$ cat src/rtl/csr_acc_pkg.sv
package csr_acc_pkg;

    typedef enum logic [1:0] {
        OP_READ  = 2'd0,
        OP_WRITE = 2'd1,
        OP_SET   = 2'd2,
        OP_CLEAR = 2'd3
    } csr_op_e;

    localparam logic [1:0] PRIV_U = 2'd0;
    localparam logic [1:0] PRIV_S = 2'd1;
    localparam logic [1:0] PRIV_M = 2'd3;

    // One flag per reason an access can be refused
    typedef struct packed {
        logic no_read;
        logic pred_fail;
        logic low_priv;
        logic ro_write;
        logic ctr_off;
        logic vm_trap;
    } csr_fault_t;

endpackage

$ cat src/rtl/csr_perm_check.sv
module csr_perm_check
    import csr_acc_pkg::*;
#(
    parameter int          CNT_N    = 32,
    parameter logic [11:0] CTR_BASE = 12'hC00,
    parameter logic [11:0] VM_ADDR  = 12'h180
) (
    input  logic [11:0]      addr,
    input  logic [1:0]       priv,
    input  logic             dbg,
    input  logic             mask_nz,
    input  logic [CNT_N-1:0] men,
    input  logic [CNT_N-1:0] sen,
    input  logic             tvm,
    input  logic             exists,
    input  logic             pred_ok,
    output csr_fault_t       fault,
    output logic             legal
);
    localparam int CIDX_W = $clog2(CNT_N);

    logic              in_ctr_window;
    logic [CIDX_W-1:0] ctr_idx;

    always_comb begin
        in_ctr_window = (addr[11:CIDX_W] == CTR_BASE[11:CIDX_W]);
        ctr_idx       = addr[CIDX_W-1:0];

        fault.no_read   = !exists;
        fault.pred_fail = !pred_ok;
        fault.low_priv  = !dbg && (priv < addr[9:8]);
        fault.ro_write  = (addr[11:10] == 2'b11) && mask_nz;
        fault.ctr_off   = in_ctr_window &&
                          (((priv < PRIV_M) && !men[ctr_idx]) ||
                           ((priv < PRIV_S) && !sen[ctr_idx]));
        fault.vm_trap   = (addr == VM_ADDR) && (priv == PRIV_S) && tvm;

        legal = (fault == '0);
    end
endmodule

$ cat src/rtl/csr_rmw_merge.sv
module csr_rmw_merge
    import csr_acc_pkg::*;
#(
    parameter int XLEN = 32
) (
    input  csr_op_e         op,
    input  logic [XLEN-1:0] operand,
    input  logic [XLEN-1:0] old_val,
    output logic [XLEN-1:0] merged,
    output logic            mask_nz
);
    logic [XLEN-1:0] mask;
    logic [XLEN-1:0] value;

    always_comb begin
        unique case (op)
            OP_READ:  begin mask = '0;      value = '0;      end
            OP_WRITE: begin mask = '1;      value = operand; end
            OP_SET:   begin mask = operand; value = '1;      end
            default:  begin mask = operand; value = '0;      end
        endcase
        mask_nz = |mask;
    end

    for (genvar b = 0; b < XLEN; b++) begin : g_bit
        assign merged[b] = mask[b] ? value[b] : old_val[b];
    end
endmodule

$ cat src/rtl/csr_model_store.sv
module csr_model_store #(
    parameter int XLEN  = 32,
    parameter int IDX_W = 3
) (
    input  logic             clk,
    input  logic             rst_n,
    input  logic             we,
    input  logic [IDX_W-1:0] idx,
    input  logic [XLEN-1:0]  wdata,
    output logic [XLEN-1:0]  rdata
);
    localparam int DEPTH = 1 << IDX_W;

    typedef struct packed {
        logic [DEPTH-1:0][XLEN-1:0] mem;
    } store_t;

    store_t st_d, st_q;

    always_comb begin
        st_d = st_q;
        if (we) st_d.mem[idx] = wdata;
    end

    always_ff @(posedge clk or negedge rst_n) begin
        if (!rst_n) st_q <= '0;
        else        st_q <= st_d;
    end

    assign rdata = st_q.mem[idx];

    // Storage only moves on a strobe
    assert_hold_without_strobe_R5: assert property (@(posedge clk) disable iff (!rst_n)
        !we |=> $stable(st_q));
endmodule

$ cat src/rtl/csr_access_unit.sv
module csr_access_unit
    import csr_acc_pkg::*;
#(
    parameter int          XLEN     = 32,
    parameter int          IDX_W    = 3,
    parameter logic [11:0] CTR_BASE = 12'hC00,
    parameter logic [11:0] VM_ADDR  = 12'h180
) (
    input  logic            clk,
    input  logic            rst_n,
    input  logic            req_valid,
    input  logic [11:0]     req_addr,
    input  logic [1:0]      req_op,
    input  logic [XLEN-1:0] req_operand,
    input  logic [1:0]      cur_priv,
    input  logic            dbg_access,
    input  logic [31:0]     menable,
    input  logic [31:0]     senable,
    input  logic            tvm_bit,
    input  logic            csr_exists,
    input  logic            csr_has_write,
    input  logic            csr_pred_ok,
    output logic [XLEN-1:0] rd_data,
    output logic            illegal,
    output logic            wr_strobe,
    output logic [XLEN-1:0] wr_data
);
    csr_op_e         op_e;
    logic [XLEN-1:0] old_val;
    logic            mask_nz;
    logic            legal;
    csr_fault_t      fault;

    assign op_e = csr_op_e'(req_op);

    csr_rmw_merge #(.XLEN(XLEN)) u_merge (
        .op      (op_e),
        .operand (req_operand),
        .old_val (old_val),
        .merged  (wr_data),
        .mask_nz (mask_nz)
    );

    csr_perm_check #(.CNT_N(32), .CTR_BASE(CTR_BASE), .VM_ADDR(VM_ADDR)) u_perm (
        .addr    (req_addr),
        .priv    (cur_priv),
        .dbg     (dbg_access),
        .mask_nz (mask_nz),
        .men     (menable),
        .sen     (senable),
        .tvm     (tvm_bit),
        .exists  (csr_exists),
        .pred_ok (csr_pred_ok),
        .fault   (fault),
        .legal   (legal)
    );

    always_comb begin
        illegal   = req_valid && !legal;
        wr_strobe = req_valid && legal && mask_nz && csr_has_write;
        rd_data   = (req_valid && legal) ? old_val : '0;
    end

    csr_model_store #(.XLEN(XLEN), .IDX_W(IDX_W)) u_store (
        .clk   (clk),
        .rst_n (rst_n),
        .we    (wr_strobe),
        .idx   (req_addr[IDX_W-1:0]),
        .wdata (wr_data),
        .rdata (old_val)
    );

    assert_low_priv_traps_R1: assert property (@(posedge clk) disable iff (!rst_n)
        (req_valid && !dbg_access && (cur_priv < req_addr[9:8])) |-> illegal);

    assert_ro_write_traps_R2: assert property (@(posedge clk) disable iff (!rst_n)
        (req_valid && (req_addr[11:10] == 2'b11) &&
         ((req_op == 2'd1) || ((req_op != 2'd0) && (req_operand != '0)))) |-> illegal);

    assert_set_merges_R4: assert property (@(posedge clk) disable iff (!rst_n)
        (wr_strobe && (req_op == 2'd2)) |-> (wr_data == (rd_data | req_operand)));

    assert_missing_read_R6: assert property (@(posedge clk) disable iff (!rst_n)
        (req_valid && !csr_exists) |-> illegal);

    assert_vm_trap_R10: assert property (@(posedge clk) disable iff (!rst_n)
        (req_valid && (req_addr == VM_ADDR) && (cur_priv == PRIV_S) && tvm_bit) |-> illegal);

    assert_illegal_quiet_R11: assert property (@(posedge clk) disable iff (!rst_n)
        illegal |-> (!wr_strobe && (rd_data == '0)));

    assert_pred_fail_R13: assert property (@(posedge clk) disable iff (!rst_n)
        (req_valid && !csr_pred_ok) |-> illegal);
endmodule

$ cat config.mk
export PLATFORM = sky130hd
export DESIGN_NAME = csr_access_unit
export DESIGN_NICKNAME = d
export VERILOG_FILES = /design/src/rtl/csr_acc_pkg.sv /design/src/rtl/csr_perm_check.sv /design/src/rtl/csr_rmw_merge.sv /design/src/rtl/csr_model_store.sv /design/src/rtl/csr_access_unit.sv
export SDC_FILE = /design/constraint.sdc
export NUM_CORES = 1
export LEC_CHECK = 0
export CORE_ASPECT_RATIO = 1.25
export CORE_MARGIN = 3
export CORE_UTILIZATION = 47
export DETAILED_ROUTE_END_ITERATION = 6
export DONT_BUFFER_PORTS = 1
export PLACE_DENSITY = 0.65
export SYNTH_ARGS = -nofsm -noshare
export SYNTH_HDL_FRONTEND = slang
export SYNTH_HIERARCHICAL = 1
export SYNTH_SLANG_ARGS = --single-unit
$ cat constraint.sdc
create_clock -name clk -period 3.85 [get_ports clk]
set_input_delay 0.385 -clock clk [delete_from_list [all_inputs] [get_ports clk]]
set_output_delay 0.385 -clock clk [all_outputs]
set_load 0.03 [all_outputs]
==> results of run 1 <==
==> critical path: cells and delay by family <==
family,cells,cell delay [ns]
buffers and inverters,1,0.41
and+or+nand+nor,5,1.73
AOI/OAI and AO/OA,3,0.65
==> report_power, final <==
group	internal, uW	switching, uW	leakage [uW]
combinational	207	281	0.00326
clock	1460	1040	0.000423
sequential	2750	26.7	0.00356
total	4420	1350	0.00725
==> area by class of cell <==
| cell class | instances | area share [%] |
|---|---|---|
| Multi-Input combinational cell | 750 | 46.15 |
| Timing Repair Buffer | 48 | 3.087 |
| Sequential cell | 256 | 41.81 |
| Clock buffer | 37 | 5.047 |
| Clock inverter | 9 | 0.4981 |
| Tap cell | 390 | 3.185 |
| Inverter | 9 | 0.2205 |
==> repair_timing <==
action	4_1_cts	5_1_grt
endpoints found under the hold margin	256	256
buffers inserted	0	0
setup endpoints to repair	0	0
==> per-layer routing <==
layer / share of wire, % / wire (um)
met1: 43 / 16540
met2: 49 / 18840
met3: 6.3 / 2436
met4: 2.3 / 880
met5: 0.034 / 13
==> worst max path at each step <==
stage | startpoint | slack [ns] | depth (start not counted) | to
floorplan | req_op[1] | 0.40 | 13 | u_store/st_q[10]
global placement | req_operand[25] | 0.21 | 12 | u_store/st_q[21]
detailed placement | req_operand[25] | 0.15 | 12 | u_store/st_q[18]
CTS | req_operand[25] | 0.32 | 9 | rd_data[3]
global route | req_operand[25] | 0.29 | 9 | rd_data[11]
finish | req_operand[25] | 0.26 | 9 | rd_data[15]
==> layout by cell type, fill, tap and decap left out, types with 6 or more instances in the layout <==
| cell | count |
|---|---|
| a21oi_2 | 30 |
| mux2_1 | 14 |
| clkinv_2 | 6 |
| nand2b_1 | 6 |
| dfrtp_1 | 256 |
| a22oi_1 | 61 |
| and3_2 | 33 |
| mux2_4 | 31 |
| mux2_2 | 349 |
| nor4_1 | 10 |
| inv_1 | 9 |
| buf_12 | 9 |
| nor2_1 | 37 |
| buf_4 | 39 |
| o211ai_1 | 31 |
| a21oi_1 | 34 |
| nor2b_1 | 8 |
| clkbuf_8 | 6 |
| nand2_1 | 39 |
| clkbuf_16 | 27 |
==> stage by stage <==
stage / setup slack (ns) / utilization [%]
after global routing: 0.2874 / 53.14
final: 0.2583 / 53.14
after global placement: 0.2112 / 50.19
after CTS: 0.3229 / 53.14
after floorplan: 0.4026 / -
after detailed placement: 0.1548 / 50.19
==> flow_summary.yaml, run 1 <==
setup_path:
  critPathMostFrequentCell: "nor4_1"
  cp_slowest_cell: "nor4_1"
  path_class: "in2out"
  critical_path.max_fanout: 33
  start_kind: "primary input"
  worst_setup_path_end_kind: "primary output"
  worstReg2RegStart: "u_store/st_q[43]"
  r2r-end: "u_store/st_q[43]"
  reg2regPathDepth: 5
  crit_arrival_ns: 3.21
  slowest_delay_ns: 0.58
  path_cells: "nor4_1 > and4_1 > a31oi_1 > and3_1 > nor4_1 > o41ai_1 > a211oi_4 > buf_4 > and3_2"
  reg2reg_slack_ns: 1.80
  required_ns: 3.46
cts:
  ctsResizeCount: 0
  cts_inserted_buffers: 27
  cts_tree: "done"
  cts_max_path_buffers: 3
  clk_latency_ns: 0.53
  root_buffer: "clkbuf_16"
  clk_pin_slew_worst_paths_ns: 0.06
  cts_sinks: 256
  ctsHtreeMaxLevel: 1
final_layout:
  areaGrowthSynthToFinish_pct: 9.780
  top_regs: "u_store/st_q (256)"
  multi_input_area_um2: 7072
  largest_register_ffs: 256
  drive_above_1_share_pct: 50.14
  regMostFlops: "u_store/st_q"
  seq_area_um2: 6406
  nets: 1215
  design_area_um2: 15320
  stdcell_count: 1499
  n_antenna_cell: 0
  fillers: 2545
logic_synthesis:
  syn_avg_cell_area_um2: 12.64
  synth_cells: 1104
  syn_area_um2: 13960
  yosysWarnings: 6
  synth_nets: 1227
placement:
  dpl_cell_area_um2: 14470
  port_buffers: 0
  placed_cells: 1453
  hpwl_um: 25300
  place_congestion: 0.7913
global_route:
  antenna_found_initial: 2
  busiest_layer: "met2"
  grt_usage_pct: 23.51
  grtUsageMet1_pct: 32.13
  grt_max_degree: 257
  grtUsageMet3_pct: 4.062
  use_met2_pct: 39.22
  grt_overflow: 0
  first_global_vias: 9517
  grt_pass1_wl_um: 58620
sta:
  finalCritPeriodShare_pct: 93.29
  setup_viol: 0
  period_needed_ns: 3.592
  timing.hold.ws_ns: -0.4377
  hold_viol: 256
  clock_skew_ns: 0.01079
  fmax_ghz: 0.2784
  slew_headroom_pct: 27.90
  rsz0062_at_grt: "false"
  slew_violations: 0
  setup_tns_ns: 0
  worst_pin_slew_ns: 1.082
job:
  cap_violations: 0
power_and_ir_drop:
  ir_drop_mv: 0.2731
  power.leakage_uw: 0.007246
  total_power_uw: 5765
  power_density_nw_per_um2: 376.2
drt:
  wl_per_cell_um: 25.82
  ant_nets: 0
  vias_per_cell: 6.140
  drc: 0
  dr.first_iter.drc_count: 607
  first_pass_iters: 5
  dr_total_vias: 9204
  drt_wl_total_um: 38710
die:
  core_um2: 28840
  dieArea_um2: 31810
  io_pins: 186
  die_y_um: 198.7
  initial_core_util_pct: 48.40
  rows: 69
  die_w_um: 160.1
run_status:
  outcome: "finished with violations"
  violations: "negative hold slack"
worst_hold_path:
  hp-class: "in2async"
No activity file was read; power rests on OpenSTA's default activity.
==> run 2: changes to the inputs <==
--- a/config.mk
+++ b/config.mk
@@ -11,6 +11,7 @@
 export DETAILED_ROUTE_END_ITERATION = 6
 export DONT_BUFFER_PORTS = 1
 export PLACE_DENSITY = 0.65
+export RECOVER_POWER = 100
 export SYNTH_ARGS = -nofsm -noshare
 export SYNTH_HDL_FRONTEND = slang
 export SYNTH_HIERARCHICAL = 1
==> run 2 against run 1 <==
Effect of this change: the flow still finishes with violations (negative hold slack); wire length up 0.30%; setup slack worse by 0.033 ns; first-iteration DRC count up 8.1%; die area unchanged; flip-flop and latch count unchanged; fmax down 0.90%; global-route usage unchanged; core utilization down 1.2 points; power down 0.41%; critical endpoint is now u_store/st_q[67].
==> flow_summary.yaml, run 2 (same netlist as run 1, synthesis figures left out) <==
placement:
  dpl_cell_area_um2: 14470
  hpwl_um: 25300
  place_congestion: 0.7913
  port_buffers: 0
drt:
  ant_nets: 0
  drc: 0
  wl_per_cell_um: 25.89
  dr_total_vias: 9223
  dr.first_iter.drc_count: 656
  drt_wl_total_um: 38830
  vias_per_cell: 6.149
  first_pass_iters: 5
setup_path:
  slowest_delay_ns: 0.58
  cp_slowest_cell: "dlymetal6s2s_1"
  worst_setup_path_end_kind: "flip-flop"
  path_class: "in2reg"
  r2r-end: "u_store/st_q[43]"
  reg2reg_slack_ns: 1.51
  cpLargestDelayFamily: "simple AND/OR/NAND/NOR gates"
  critical_path.max_fanout: 10
  cp.buffers_inverters: 2
  crit_arrival_ns: 4.03
  reg2regPathDepth: 5
  worstReg2RegStart: "u_store/st_q[43]"
  startpoint: "req_operand[25]"
  path_cells: "nor4_1 > and4_1 > a31oi_1 > and3_1 > nor4_1 > o41ai_1 > a211oi_4 > and4_2 > clkbuf_1 > and3_1 > dlymetal6s2s_1 > mux2_2"
  start_kind: "primary input"
  required_ns: 4.26
power_and_ir_drop:
  total_power_uw: 5741
  power_density_nw_per_um2: 383.4
  power.leakage_uw: 0.007160
  ir_drop_mv: 0.2719
die:
  die_w_um: 160.1
  io_pins: 186
  die_y_um: 198.7
  core_um2: 28840
  dieArea_um2: 31810
  rows: 69
  initial_core_util_pct: 48.40
final_layout:
  final_common_cell: "mux2_2"
  fillers: 2635
  fin_util_pct: 51.93
  layout_common_cells: "mux2_2, dfrtp_1, a22oi_1"
  nets: 1215
  regMostFlops: "u_store/st_q"
  drive_above_1_share_pct: 42.11
  areaGrowthSynthToFinish_pct: 7.288
  largest_register_ffs: 256
  design_area_um2: 14970
  top_regs: "u_store/st_q (256)"
sta:
  rsz0062_at_grt: "false"
  slew_violations: 0
  finalCritPeriodShare_pct: 94.14
  setup_tns_ns: 0
  timing.hold.ws_ns: -0.4373
  setup_viol: 0
  worst_pin_slew_ns: 1.110
  hold_viol: 256
  period_needed_ns: 3.624
  fmax_ghz: 0.2759
  slew_headroom_pct: 26.03
  clock_skew_ns: 0.009081
cts:
  clk_latency_ns: 0.53
  cts_max_path_buffers: 3
  ctsHtreeMaxLevel: 1
  root_buffer: "clkbuf_16"
  clk_pin_slew_worst_paths_ns: 0.06
  cts_inserted_buffers: 27
  postCtsSetupBuffers: 0
  cts_tree: "done"
  cts_sinks: 256
  ctsResizeCount: 0
job:
  cap_violations: 0
global_route:
  grt_pass1_wl_um: 58620
  grt_usage_pct: 23.51
  grt_max_degree: 257
  antenna_found_initial: 2
  grt_overflow: 0
  first_global_vias: 9517
worst_hold_path:
  hp-class: "in2async"
run_status:
  violations: "negative hold slack"
  outcome: "finished with violations"
[run 2: how the worst max path moves through the flow]
stage	to	slack (ns)	cells past startpoint
after floorplan	u_store/st_q[10]	0.40	13
after CTS	rd_data[3]	0.32	9
after global routing	u_store/st_q[76]	0.19	12
after detailed placement	u_store/st_q[18]	0.15	12
final	u_store/st_q[67]	0.23	12
after global placement	u_store/st_q[21]	0.21	12
[run 2: cell type report]
class	instances	area (um2)	area share [%]
repair buffers	48	322.8	2.156
well taps	390	488.0	3.259
inverters	9	33.78	0.2256
flip-flops and latches	256	6406	42.78
diodes	1	2.502	0.01671
clock inverters	9	76.32	0.5097
clock buffers	37	773.2	5.164
multi-input cells	750	6872	45.89
[run 2: through the flow]
stage,setup slack (ns),cells
after floorplan,0.4026,1104
after global placement,0.2112,1453
after detailed placement,0.1548,1453
after CTS,0.3229,1499
after global routing,0.1913,1499
final,0.2256,1500
[run 2: report_power, final]
group / internal [uW] / switching, uW
combinational: 185 / 275
clock: 1460 / 1050
sequential: 2750 / 26.9
total: 4390 / 1350
[run 2: worst reg2reg max path: stages (launching register included)]
cell	delay, ns
dfrtp_1	0.38
mux2_2	0.26
a221oi_1	0.33
o21ai_0	0.25
mux2_1	0.61
mux2_2	0.38
[run 2: per-layer routing]
layer	up-vias	GRT usage (%)	wire length, um
met5	-	0	13
met4	2	5.981	905
met3	54	4.062	2336
met2	275	39.22	18960
met1	4810	32.13	16610
li1	4082	-	-
